===== src/rtl/icdc_pkg.sv =====
package icdc_pkg;
  localparam int ADDR_W   = 14;
  localparam int NCH      = 2;
  localparam int DATA_W   = 8;
  localparam int REG_SHIFT = 6;
  localparam int SEL_W    = $clog2(NCH);

  localparam logic [1:0]  PAGE_CH0  = 2'b10;
  localparam logic [11:0] OFF_MASK  = 12'h200;
  localparam logic [11:0] OFF_STAT  = 12'h290;
  localparam logic [11:0] OFF_IDENT = 12'h280;
  localparam logic [11:0] OFF_ALT   = 12'h380;
  localparam logic [ADDR_W-1:0] CTRL_ADDR = '0;

  localparam int CTRL_DMA_BIT = 0;
  localparam int CTRL_WIN_BIT = 5;

  typedef struct packed {
    logic            ctrl;
    logic [NCH-1:0]  mask;
    logic [NCH-1:0]  stat;
    logic [NCH-1:0]  tf;
    logic [NCH-1:0]  alt;
    logic            id;
    logic [1:0]      id_idx;
    logic [2:0]      tf_reg;
  } dec_t;
endpackage


===== src/rtl/icdc_sync.sv =====
module icdc_sync #(
  parameter int W      = 2,
  parameter int STAGES = 2
) (
  input  logic         clk,
  input  logic         rst_n,
  input  logic [W-1:0] d,
  output logic [W-1:0] q
);
  logic [W-1:0] st [STAGES];

  generate
    for (genvar s = 0; s < STAGES; s++) begin : g_stage
      always_ff @(posedge clk or negedge rst_n) begin
        if (!rst_n) st[s] <= '0;
        else if (s == 0) st[s] <= d;
        else st[s] <= st[(s == 0) ? 0 : s-1];
      end
    end
  endgenerate

  assign q = st[STAGES-1];
endmodule


===== src/rtl/icdc_decode.sv =====
module icdc_decode
  import icdc_pkg::*;
(
  input  logic [ADDR_W-1:0] addr,
  input  logic              win_en,
  output dec_t              dec
);
  logic [1:0]  page;
  logic [11:0] off;

  assign page = addr[ADDR_W-1:ADDR_W-2];
  assign off  = addr[11:0];

  always_comb begin
    dec        = '0;
    dec.ctrl   = (addr == CTRL_ADDR);
    dec.tf_reg = off[REG_SHIFT+2:REG_SHIFT];
    for (int c = 0; c < NCH; c++) begin
      if (page == 2'(int'(PAGE_CH0) + c)) begin
        dec.mask[c] = (off == OFF_MASK);
        dec.stat[c] = (off == OFF_STAT);
        dec.alt[c]  = win_en && (off == OFF_ALT);
        dec.tf[c]   = win_en && (off[11:REG_SHIFT+3] == '0) &&
                      (off[REG_SHIFT-1:0] == '0);
        if (c == 0 && off[11:4] == OFF_IDENT[11:4] && off[1:0] == 2'b00) begin
          dec.id     = 1'b1;
          dec.id_idx = off[3:2];
        end
      end
    end
  end
endmodule


===== src/rtl/icdc_chan.sv =====
module icdc_chan (
  input  logic clk,
  input  logic rst_n,
  input  logic mask_wr,
  input  logic mask_rd,
  input  logic stat,
  output logic en_q,
  output logic irq
);
  always_ff @(posedge clk or negedge rst_n) begin
    if (!rst_n)       en_q <= 1'b0;
    else if (mask_wr) en_q <= 1'b1;
    else if (mask_rd) en_q <= 1'b0;
  end

  assign irq = stat & en_q;

  assert_mask_write_sets_R2: assert property (@(posedge clk) disable iff (!rst_n)
    mask_wr |=> en_q);
  assert_mask_read_clears_R2: assert property (@(posedge clk) disable iff (!rst_n)
    (mask_rd && !mask_wr) |=> !en_q);
  assert_enable_only_by_write_R2: assert property (@(posedge clk) disable iff (!rst_n)
    $rose(en_q) |-> $past(mask_wr));
endmodule


===== src/rtl/dual_ide_irq_ctrl.sv =====
module dual_ide_irq_ctrl
  import icdc_pkg::*;
#(
  parameter logic [3:0] CARD_ID = 4'd3
) (
  input  logic              clk,
  input  logic              rst_n,
  input  logic [ADDR_W-1:0] bus_addr,
  input  logic              bus_rd,
  input  logic              bus_wr,
  input  logic [DATA_W-1:0] bus_wdata,
  output logic [DATA_W-1:0] bus_rdata,
  input  logic [NCH-1:0]    drv_irq,
  output logic              host_irq,
  output logic              irq_pending,
  input  logic [NCH-1:0]    drv_dmarq,
  output logic              host_dreq,
  input  logic              host_dack,
  output logic [NCH-1:0]    drv_dmack,
  output logic [NCH-1:0]    tf_cs,
  output logic [NCH-1:0]    tf_alt_cs,
  output logic [2:0]        tf_reg,
  output logic              tf_rd,
  output logic              tf_wr,
  input  logic [DATA_W-1:0] tf_rdata
);
  logic              wr_s, rd_s, acc;
  logic [DATA_W-1:0] ctrl_q;
  logic [SEL_W-1:0]  dma_sel;
  logic              win_en;
  logic [NCH-1:0]    stat_s, en_s, irq_s;
  logic              hit_any;
  dec_t              dec;

  assign wr_s = bus_wr;
  assign rd_s = bus_rd & ~bus_wr;
  assign acc  = wr_s | rd_s;

  assign win_en  = ctrl_q[CTRL_WIN_BIT];
  assign dma_sel = ctrl_q[CTRL_DMA_BIT +: SEL_W];

  icdc_decode u_dec (.addr(bus_addr), .win_en(win_en), .dec(dec));

  icdc_sync #(.W(NCH), .STAGES(2)) u_sync (
    .clk(clk), .rst_n(rst_n), .d(drv_irq), .q(stat_s)
  );

  generate
    for (genvar c = 0; c < NCH; c++) begin : g_ch
      icdc_chan u_chan (
        .clk(clk), .rst_n(rst_n),
        .mask_wr(wr_s & dec.mask[c]),
        .mask_rd(rd_s & dec.mask[c]),
        .stat(stat_s[c]),
        .en_q(en_s[c]),
        .irq(irq_s[c])
      );
      assign drv_dmack[c] = host_dack && (dma_sel == SEL_W'(c));
    end
  endgenerate

  always_ff @(posedge clk or negedge rst_n) begin
    if (!rst_n)                ctrl_q <= '0;
    else if (wr_s && dec.ctrl) ctrl_q <= bus_wdata;
  end

  assign host_irq    = |irq_s;
  assign irq_pending = |stat_s;
  assign host_dreq   = drv_dmarq[dma_sel];

  assign tf_cs     = acc ? dec.tf  : '0;
  assign tf_alt_cs = acc ? dec.alt : '0;
  assign tf_reg    = dec.tf_reg;
  assign tf_rd     = rd_s && (|(dec.tf | dec.alt));
  assign tf_wr     = wr_s && (|(dec.tf | dec.alt));

  assign hit_any = dec.ctrl | dec.id | (|dec.mask) | (|dec.stat) |
                   (|dec.tf) | (|dec.alt);

  always_comb begin
    bus_rdata = '1;
    if (dec.ctrl) bus_rdata = ctrl_q;
    if (dec.id)   bus_rdata = {{(DATA_W-1){1'b0}}, CARD_ID[dec.id_idx]};
    for (int c = 0; c < NCH; c++) begin
      if (dec.stat[c])             bus_rdata = {{(DATA_W-1){1'b0}}, stat_s[c]};
      if (dec.tf[c] || dec.alt[c]) bus_rdata = tf_rdata;
    end
  end

  assert_irq_implies_pending_R5: assert property (@(posedge clk) disable iff (!rst_n)
    host_irq |-> irq_pending);
  assert_dack_single_R7: assert property (@(posedge clk) disable iff (!rst_n)
    $onehot0(drv_dmack));
  assert_closed_window_R8: assert property (@(posedge clk) disable iff (!rst_n)
    !win_en |-> (tf_cs == '0 && tf_alt_cs == '0 && !tf_rd && !tf_wr));
  assert_single_target_R8: assert property (@(posedge clk) disable iff (!rst_n)
    $onehot0({dec.ctrl, dec.id, dec.mask, dec.stat, dec.tf, dec.alt}));
  assert_unmapped_no_effect_R9: assert property (@(posedge clk) disable iff (!rst_n)
    (acc && !hit_any) |=> ($stable(ctrl_q) && $stable(en_s)));
  assert_zero_closes_R10: assert property (@(posedge clk) disable iff (!rst_n)
    (wr_s && dec.ctrl && bus_wdata == '0) |=> (!win_en && dma_sel == '0));
endmodule


===== config.mk =====
export PLATFORM = sky130hd
export DESIGN_NAME = dual_ide_irq_ctrl
export DESIGN_NICKNAME = d
export VERILOG_FILES = /design/src/rtl/icdc_pkg.sv /design/src/rtl/icdc_sync.sv /design/src/rtl/icdc_decode.sv /design/src/rtl/icdc_chan.sv /design/src/rtl/dual_ide_irq_ctrl.sv
export SDC_FILE = /design/constraint.sdc
export NUM_CORES = 1
export LEC_CHECK = 0
export BUFFER_PORTS_ARGS = -buffer_cell sky130_fd_sc_hd__buf_2
export CAP_MARGIN = 20
export CORE_UTILIZATION = 41
export DETAILED_ROUTE_END_ITERATION = 12
export GPL_ROUTABILITY_DRIVEN = 1
export PLACE_DENSITY = 0.76
export SLEW_MARGIN = 40
export SYNTH_ARGS = -nofsm -noshare
export SYNTH_HDL_FRONTEND = slang
export SYNTH_SLANG_ARGS = --single-unit

===== constraint.sdc =====
create_clock -name clk -period 2.55 [get_ports clk]
set_clock_uncertainty 0.15 [all_clocks]
set_input_delay 0.1275 -clock clk [delete_from_list [all_inputs] [get_ports clk]]
set_output_delay 0.1275 -clock clk [all_outputs]
set_load 0.1 [all_outputs]

==> impl_results.md, run 1 <==
* Sequential share of the synthesized area at 38.2%
* Final Max Tran Viols at 0
* Worst slack at placement at -0.0537 ns
* Crit-path cells: buf_2 -> or4_4 -> or4_4 -> or3_4 -> buf_4 -> o221a_2 -> buf_6
* Hold/Removal Path Class: primary input to flop
* HPWL after detailed placement at 1940 um
* Crit path arrival time at 2.26 ns
* Register bit total from synthesis at 14
* Clk buf depth at 2
* Initial antenna violation count at 0
* # clock sinks at 14
* Hold slack at 0.0306 ns
* Site Rows at 16
* Commonest cells after routing, fill and taps aside: buf_2 (46), dfrtp_1 (14), dlygate4sd3_1 (11), mux2_4 (8)
* Hold Path Cell Cnt at 3
* CP peak stage delay at 0.53 ns
* Die height at 49.3 um
* Total CTS buffers at 3
* Worst Hold End: g_ch[1].u_chan.en_q
* Fin. Hold Viols at 0
* Critical path peak fanout at 7
* Pwr Total at 0.000463 W
* CP top delay family: simple AND/OR/NAND/NOR gates
* Layout cells sized above 1 at 61.1%
* Violation count after the first detailed-route iteration at 26
* Gr usage total at 24.0%
* RSZ-0062 raised after global routing: yes
* Final setup viols at 0
* Leading cell type in the layout, fill and taps excluded: buf_2
* GP Congestion at 0.794
* IO Port Bufs at 60
* Post-synthesis cell type count at 35
* Vias per cell at 5.35
* ANT cells at 0
* Post-DRT Antenna Nets at 0
* Ys Warns at 0
* Critical path class: primary input to primary output
* CP Launch Point: bus_addr[3]
* Crit path launch type: primary input
* Area grow syn2layout at 72.9%
* CTS H-Tree Depth at 1
* Hold Crit Start: bus_wr
* Period Utilization, post-route at 99.4%
* DRT Pass-1 Iters at 4
* Syn avg cell area at 10.3 um^2
* Synthesized net count at 128
* Min Clock Period, post-route at 2.54 ns
* CP Buf/Inv Count at 3
* Worst rel slew slack at 59.2%
* Die footprint at 2430 um^2
* FF-to-FF setup slack at 1.60 ns
* Pin count of the biggest net entering global routing at 15
* Origin of the critical flop-to-flop path: ctrl_q[0]
* Worst path most repeated cell: or4_4
* Worst Path Required at 2.27 ns
* Detailed-route DRC error count at 0
* Core Footprint at 2020 um^2
* Layout Nets at 203
* Die Width at 49.3 um
* Global route overflow at 0
* IO Pins at 61
* Pleak at 0.751 nW
* Vias at 1,012
* Power Density at 292 nW/um^2
* Core Util, Final at 78.4%
* Worst reg2reg path depth at 1
* Fmax at 394 MHz
* Slowest stage cell, crit path: or4_4
* Initial Util at 45.4%
* First-pass GRT wire length at 4480 um
* Vias in the first global route at 1,056
* Status: complete, no violations
* Worst setup margin at 0.0147 ns
* Reg-to-reg endpoint: ctrl_q[0]
* WL/cell at 15.1 um
* Setup Buffers After CTS at 0
* Crit path capture type: primary output
* Clk Latency, worst-skew pair at 0.26 ns
* Mapped cell area at 917 um^2
* Worst-Margin Slew at 0.607 ns
* CTS tree: done
* Max-cap viol count at 0
* Reg clk slew, reported paths at 0.07 ns
* Routed Wire Length at 2850 um
* CTS Root Cell: clkbuf_4
* Max VDD drop at 0.241 mV
* Mapped Cells at 89
-- tightest hold or removal path, stage by stage --
cell and delay, ns:
buf_2 0.13, nand2_1 0.06, o21ai_0 0.07
-- cells by family after synthesis --
group | Yosys count | share of synthesized area [%]
buffers and inverters | 9 | 5.87
and+or+nand+nor | 38 | 24.6
AOI/OAI and AO/OA | 19 | 17.1
muxes | 9 | 14.3
DFF | 14 | 38.2
-- synthesized netlist by cell type --
cell | instances | share of area, %
buf_2 | 1 | 0.55
clkbuf_1 | 1 | 0.41
nand4bb_1 | 1 | 1.2
a32o_1 | 1 | 1.1
dfrtp_1 | 14 | 38
and2_1 | 1 | 0.68
nand2_1 | 4 | 1.6
buf_4 | 3 | 2.5
o21ai_0 | 6 | 3.3
mux2_4 | 8 | 13
or4_4 | 1 | 1.2
or3_1 | 2 | 1.4
inv_1 | 3 | 1.2
nand3_1 | 5 | 2.7
or2_2 | 1 | 0.68
a21oi_1 | 1 | 0.55
nor4_1 | 1 | 0.68
o21bai_1 | 1 | 0.82
a22o_1 | 1 | 0.96
or3_2 | 1 | 0.82
nand3b_1 | 1 | 0.82
o22ai_1 | 1 | 0.68
nor2b_1 | 2 | 1.4
or3b_2 | 1 | 0.96
nor4b_1 | 1 | 0.96
buf_6 | 1 | 1.2
o221a_2 | 7 | 8.6
or2_1 | 1 | 0.68
nand2b_1 | 2 | 1.4
or4_1 | 2 | 1.6
mux2_2 | 1 | 1.2
nor2_1 | 6 | 2.5
a21bo_2 | 1 | 1.1
nor3_1 | 3 | 1.6
nor3b_1 | 2 | 1.6
-- state kept, by name, indices dropped and copies added (netlist names) --
register and flops:
g_ch.u_chan.en_q 2, u_sync.q 2, ctrl_q 8, u_sync.st 2
-- worst max-delay path by stage --
| stage | end | slack, ns | depth (start not counted) |
|---|---|---|---|
| 4_1_cts | bus_rdata[7] | 0.006 | 7 |
| 6_report | bus_rdata[7] | 0.01 | 7 |
| 5_1_grt | bus_rdata[6] | -0.007 | 7 |
| 3_5_place_dp | ctrl_q[3] | -0.05 | 6 |
| 3_3_place_gp | ctrl_q[2] | -0.06 | 6 |
| 2_1_floorplan | tf_rd | -0.41 | 5 |
-- power breakdown --
part | switching (W) | leakage (nW) | internal (W)
logic | 0.0000730 | 0.551 | 0.0000447
clock network | 0.0000635 | 0.0138 | 0.0000545
registers | 0.00000174 | 0.186 | 0.000225
total | 0.000138 | 0.751 | 0.000324
-- metal layers --
metal  vias to the layer above  share of wire, %  wire [um]  GRT usage, %
met4                         0               2.1         61          10.3
li1                        480                 -          -             -
met5                         -                 0          0             0
met2                        60                52       1490          43.6
met1                       466                38       1080          26.6
met3                         6               7.4        211          4.98
-- timing repair --
item / in CTS / in global routing
endpoints found under the hold margin: 24 / 0
hold buffers: 11 / 0
gates resized for setup: 7 / 11
pin swaps: 0 / 0
setup endpoints to repair: 7 / 8
-- area by class of cell --
cell class	count	area [um^2]
Fill cell	138	437
Tap cell	27	33.8
Inverter	3	11.3
Clock buffer	3	22.5
Timing Repair Buffer	76	601
Sequential cell	14	350
Multi-Input combinational cell	66	567
-- stage by stage --
step,std cells,instance area [um^2],TNS [ns]
global placement,175,1390,-0.696
CTS,189,1540,0
detailed placement,175,1390,-0.535
finish,189,1590,0
floorplan,89,956,-0.407
global route,189,1590,-0.0224
No activity file was read; power rests on OpenSTA's default activity.
==> run 2, diff against run 1 <==
Settings changed: CTS_CLUSTER_SIZE set to 12, SETUP_SLACK_MARGIN set to 0.02.
==> impl_results.md, run 2 (synthesis results as in run 1) <==
* Leading cell type in the layout, fill and taps excluded: buf_2
* Initial Util at 45.4% (unchanged)
* Worst path most repeated cell: or4_4
* Post-DRT Antenna Nets at 0 (unchanged)
* Hold Path Cell Cnt at 3 (unchanged)
* GRT Max-Usage Layer: met2
* Status: complete, no violations
* Vias per cell at 5.21 (-2.7%)
* Clk Latency, worst-skew pair at 0.27 ns (about the same)
* CP Buf/Inv Count at 2 (-1)
* Origin of the critical flop-to-flop path: ctrl_q[0]
* Hold/Removal Path Class: primary input to flop
* Setup Buffers After CTS at 0 (unchanged)
* Detailed-route DRC error count at 0 (unchanged)
* Die footprint at 2430 um^2 (unchanged)
* Core Util, Final at 77.9% (-0.50 points)
* Clk buf depth at 2 (unchanged)
* FF-to-FF setup slack at 1.60 ns (about the same)
* Worst Path Required at 2.27 ns (about the same)
* Period Utilization, post-route at 95.1% (-4.4 points)
* Fmax at 413 MHz (+4.6%)
* Violation count after the first detailed-route iteration at 12 (-54%)
* # clock sinks at 14 (unchanged)
* Vias in the first global route at 968 (-8.3%)
* Crit path capture type: primary output
* Worst setup margin at 0.126 ns (+0.111 ns)
* Gr usage total at 24.1% (+0.15 points)
* Sum of negative setup slack at 0 ns (unchanged)
* Reg-to-reg endpoint: ctrl_q[0]
* CTS Root Cell: clkbuf_4
* First-pass GRT wire length at 4310 um (-3.7%)
* Largest register by flop count: ctrl_q
* Area grow syn2layout at 71.8%
* Die Width at 49.3 um (unchanged)
* Critical path peak fanout at 8 (+1)
* Layout Nets at 201 (-0.99%)
* Site Rows at 16 (unchanged)
* Crit path arrival time at 2.15 ns (-0.11 ns)
* Total CTS buffers at 3 (unchanged)
* Max reg flops at 8 (unchanged)
* Worst slack at placement at -0.0638 ns (-0.0101 ns)
* IO Port Bufs at 60 (unchanged)
* Met3 Usage GRT at 6.85% (+1.9 points)
* Power Density at 293 nW/um^2 (+0.26%)
* Final Max Tran Viols at 0 (unchanged)
* Fin. Hold Viols at 0 (unchanged)
* GR Layer Usage met2 at 40.4% (-3.2 points)
* GP Congestion at 0.847 (+6.6%)
* CP peak stage delay at 0.53 ns (about the same)
* WL/cell at 14.4 um (-4.6%)
* Levels on crit path at 6 (-1)
* Layout cells sized above 1 at 60.6% (-0.49 points)
* Worst reg2reg path depth at 1 (unchanged)
* Hold slack at 0.0170 ns (-0.0136 ns)
* GR Util met1 at 27.6% (+1.0 points)
* Die height at 49.3 um (unchanged)
* Commonest cells after routing, fill and taps aside: buf_2 (46), dfrtp_1 (14), dlygate4sd3_1 (11), mux2_4 (8), buf_12 (8)
* Slowest stage cell, crit path: or4_4
* Pleak at 0.745 nW (-0.81%)
* CTS tree: done
* Min Clock Period, post-route at 2.42 ns (-0.111 ns)
* Reg clk slew, reported paths at 0.07 ns (about the same)
* Routed Wire Length at 2690 um (-5.6%)
* Crit path launch type: primary input
* Critical path class: primary input to primary output
* ANT cells at 0 (unchanged)
* DRT Pass-1 Iters at 4 (unchanged)
* Max VDD drop at 0.269 mV (+12%)
* Core Footprint at 2020 um^2 (unchanged)
* Max-cap viol count at 0 (unchanged)
* IO Pins at 61 (unchanged)
* RSZ-0062 raised after global routing: no
* Initial antenna violation count at 0 (unchanged)
* Final setup viols at 0 (unchanged)
* Global route overflow at 0 (unchanged)
* CP Launch Point: bus_addr[3]
* Worst setup endpoint: bus_rdata[3]
* Pwr Total at 0.000461 W (-0.37%)
* Worst rel slew slack at 61.1% (+2.0 points)
* Worst-Margin Slew at 0.578 ns (-0.0291 ns)
* HPWL after detailed placement at 1870 um (-3.4%)
* Pin count of the biggest net entering global routing at 15 (unchanged)
* CTS H-Tree Depth at 1 (unchanged)
* Vias at 974 (-3.8%)
* Crit-path cells: buf_2 -> or4_4 -> or4_4 -> or3_4 -> o221a_2 -> buf_12
* CP top delay family: simple AND/OR/NAND/NOR gates
-- run 2: changes by cell type in the layout (fill, tap and decap cells not counted), sizes merged --
| cell | previous run | this run |
|---|---|---|
| buf | 65 | 63 |
-- run 2: final cells by class --
cell class | instances | area, um^2
sequential | 14 | 350
tap | 27 | 33.8
multi-input combinational | 66 | 567
clock buffer | 3 | 22.5
timing repair buffer | 74 | 591
inverter | 3 | 11.3
fill | 149 | 447
-- run 2: stage by stage --
| stage | std cells | area, um^2 |
|---|---|---|
| final | 187 | 1580 |
| after global routing | 187 | 1580 |
| after CTS | 188 | 1550 |
| after detailed placement | 174 | 1380 |
| after global placement | 174 | 1380 |
| after floorplan | 89 | 956 |
-- run 2: worst min-delay path by stage --
stage / slack [ns] / startpoint / end
detailed placement: -0.12 / rst_n / ctrl_q[0]
finish: 0.02 / bus_wr / g_ch[1].u_chan.en_q
CTS: 0.01 / bus_wr / g_ch[1].u_chan.en_q
floorplan: -0.32 / rst_n / ctrl_q[0]
global placement: -0.13 / rst_n / ctrl_q[5]
global route: 0.04 / bus_wr / g_ch[1].u_chan.en_q
-- run 2: what timing repair did --
item                                    CTS  global route
endpoints found under the setup margin    7             8
gates resized for setup                  11             8
hold buffers                             11             0
gates cloned                              0             0
endpoints found under the hold margin    24             0
-- run 2: routing by layer --
metal / vias to the layer above / share of wire (%)
met4: 0 / 1.5
li1: 474 / -
met5: - / 0
met1: 446 / 41
met3: 4 / 8.3
met2: 50 / 49
-- run 2: report_power, final --
part	switching [W]	internal, W
registers	0.00000161	0.000225
logic	0.0000727	0.0000441
clock network	0.0000626	0.0000548
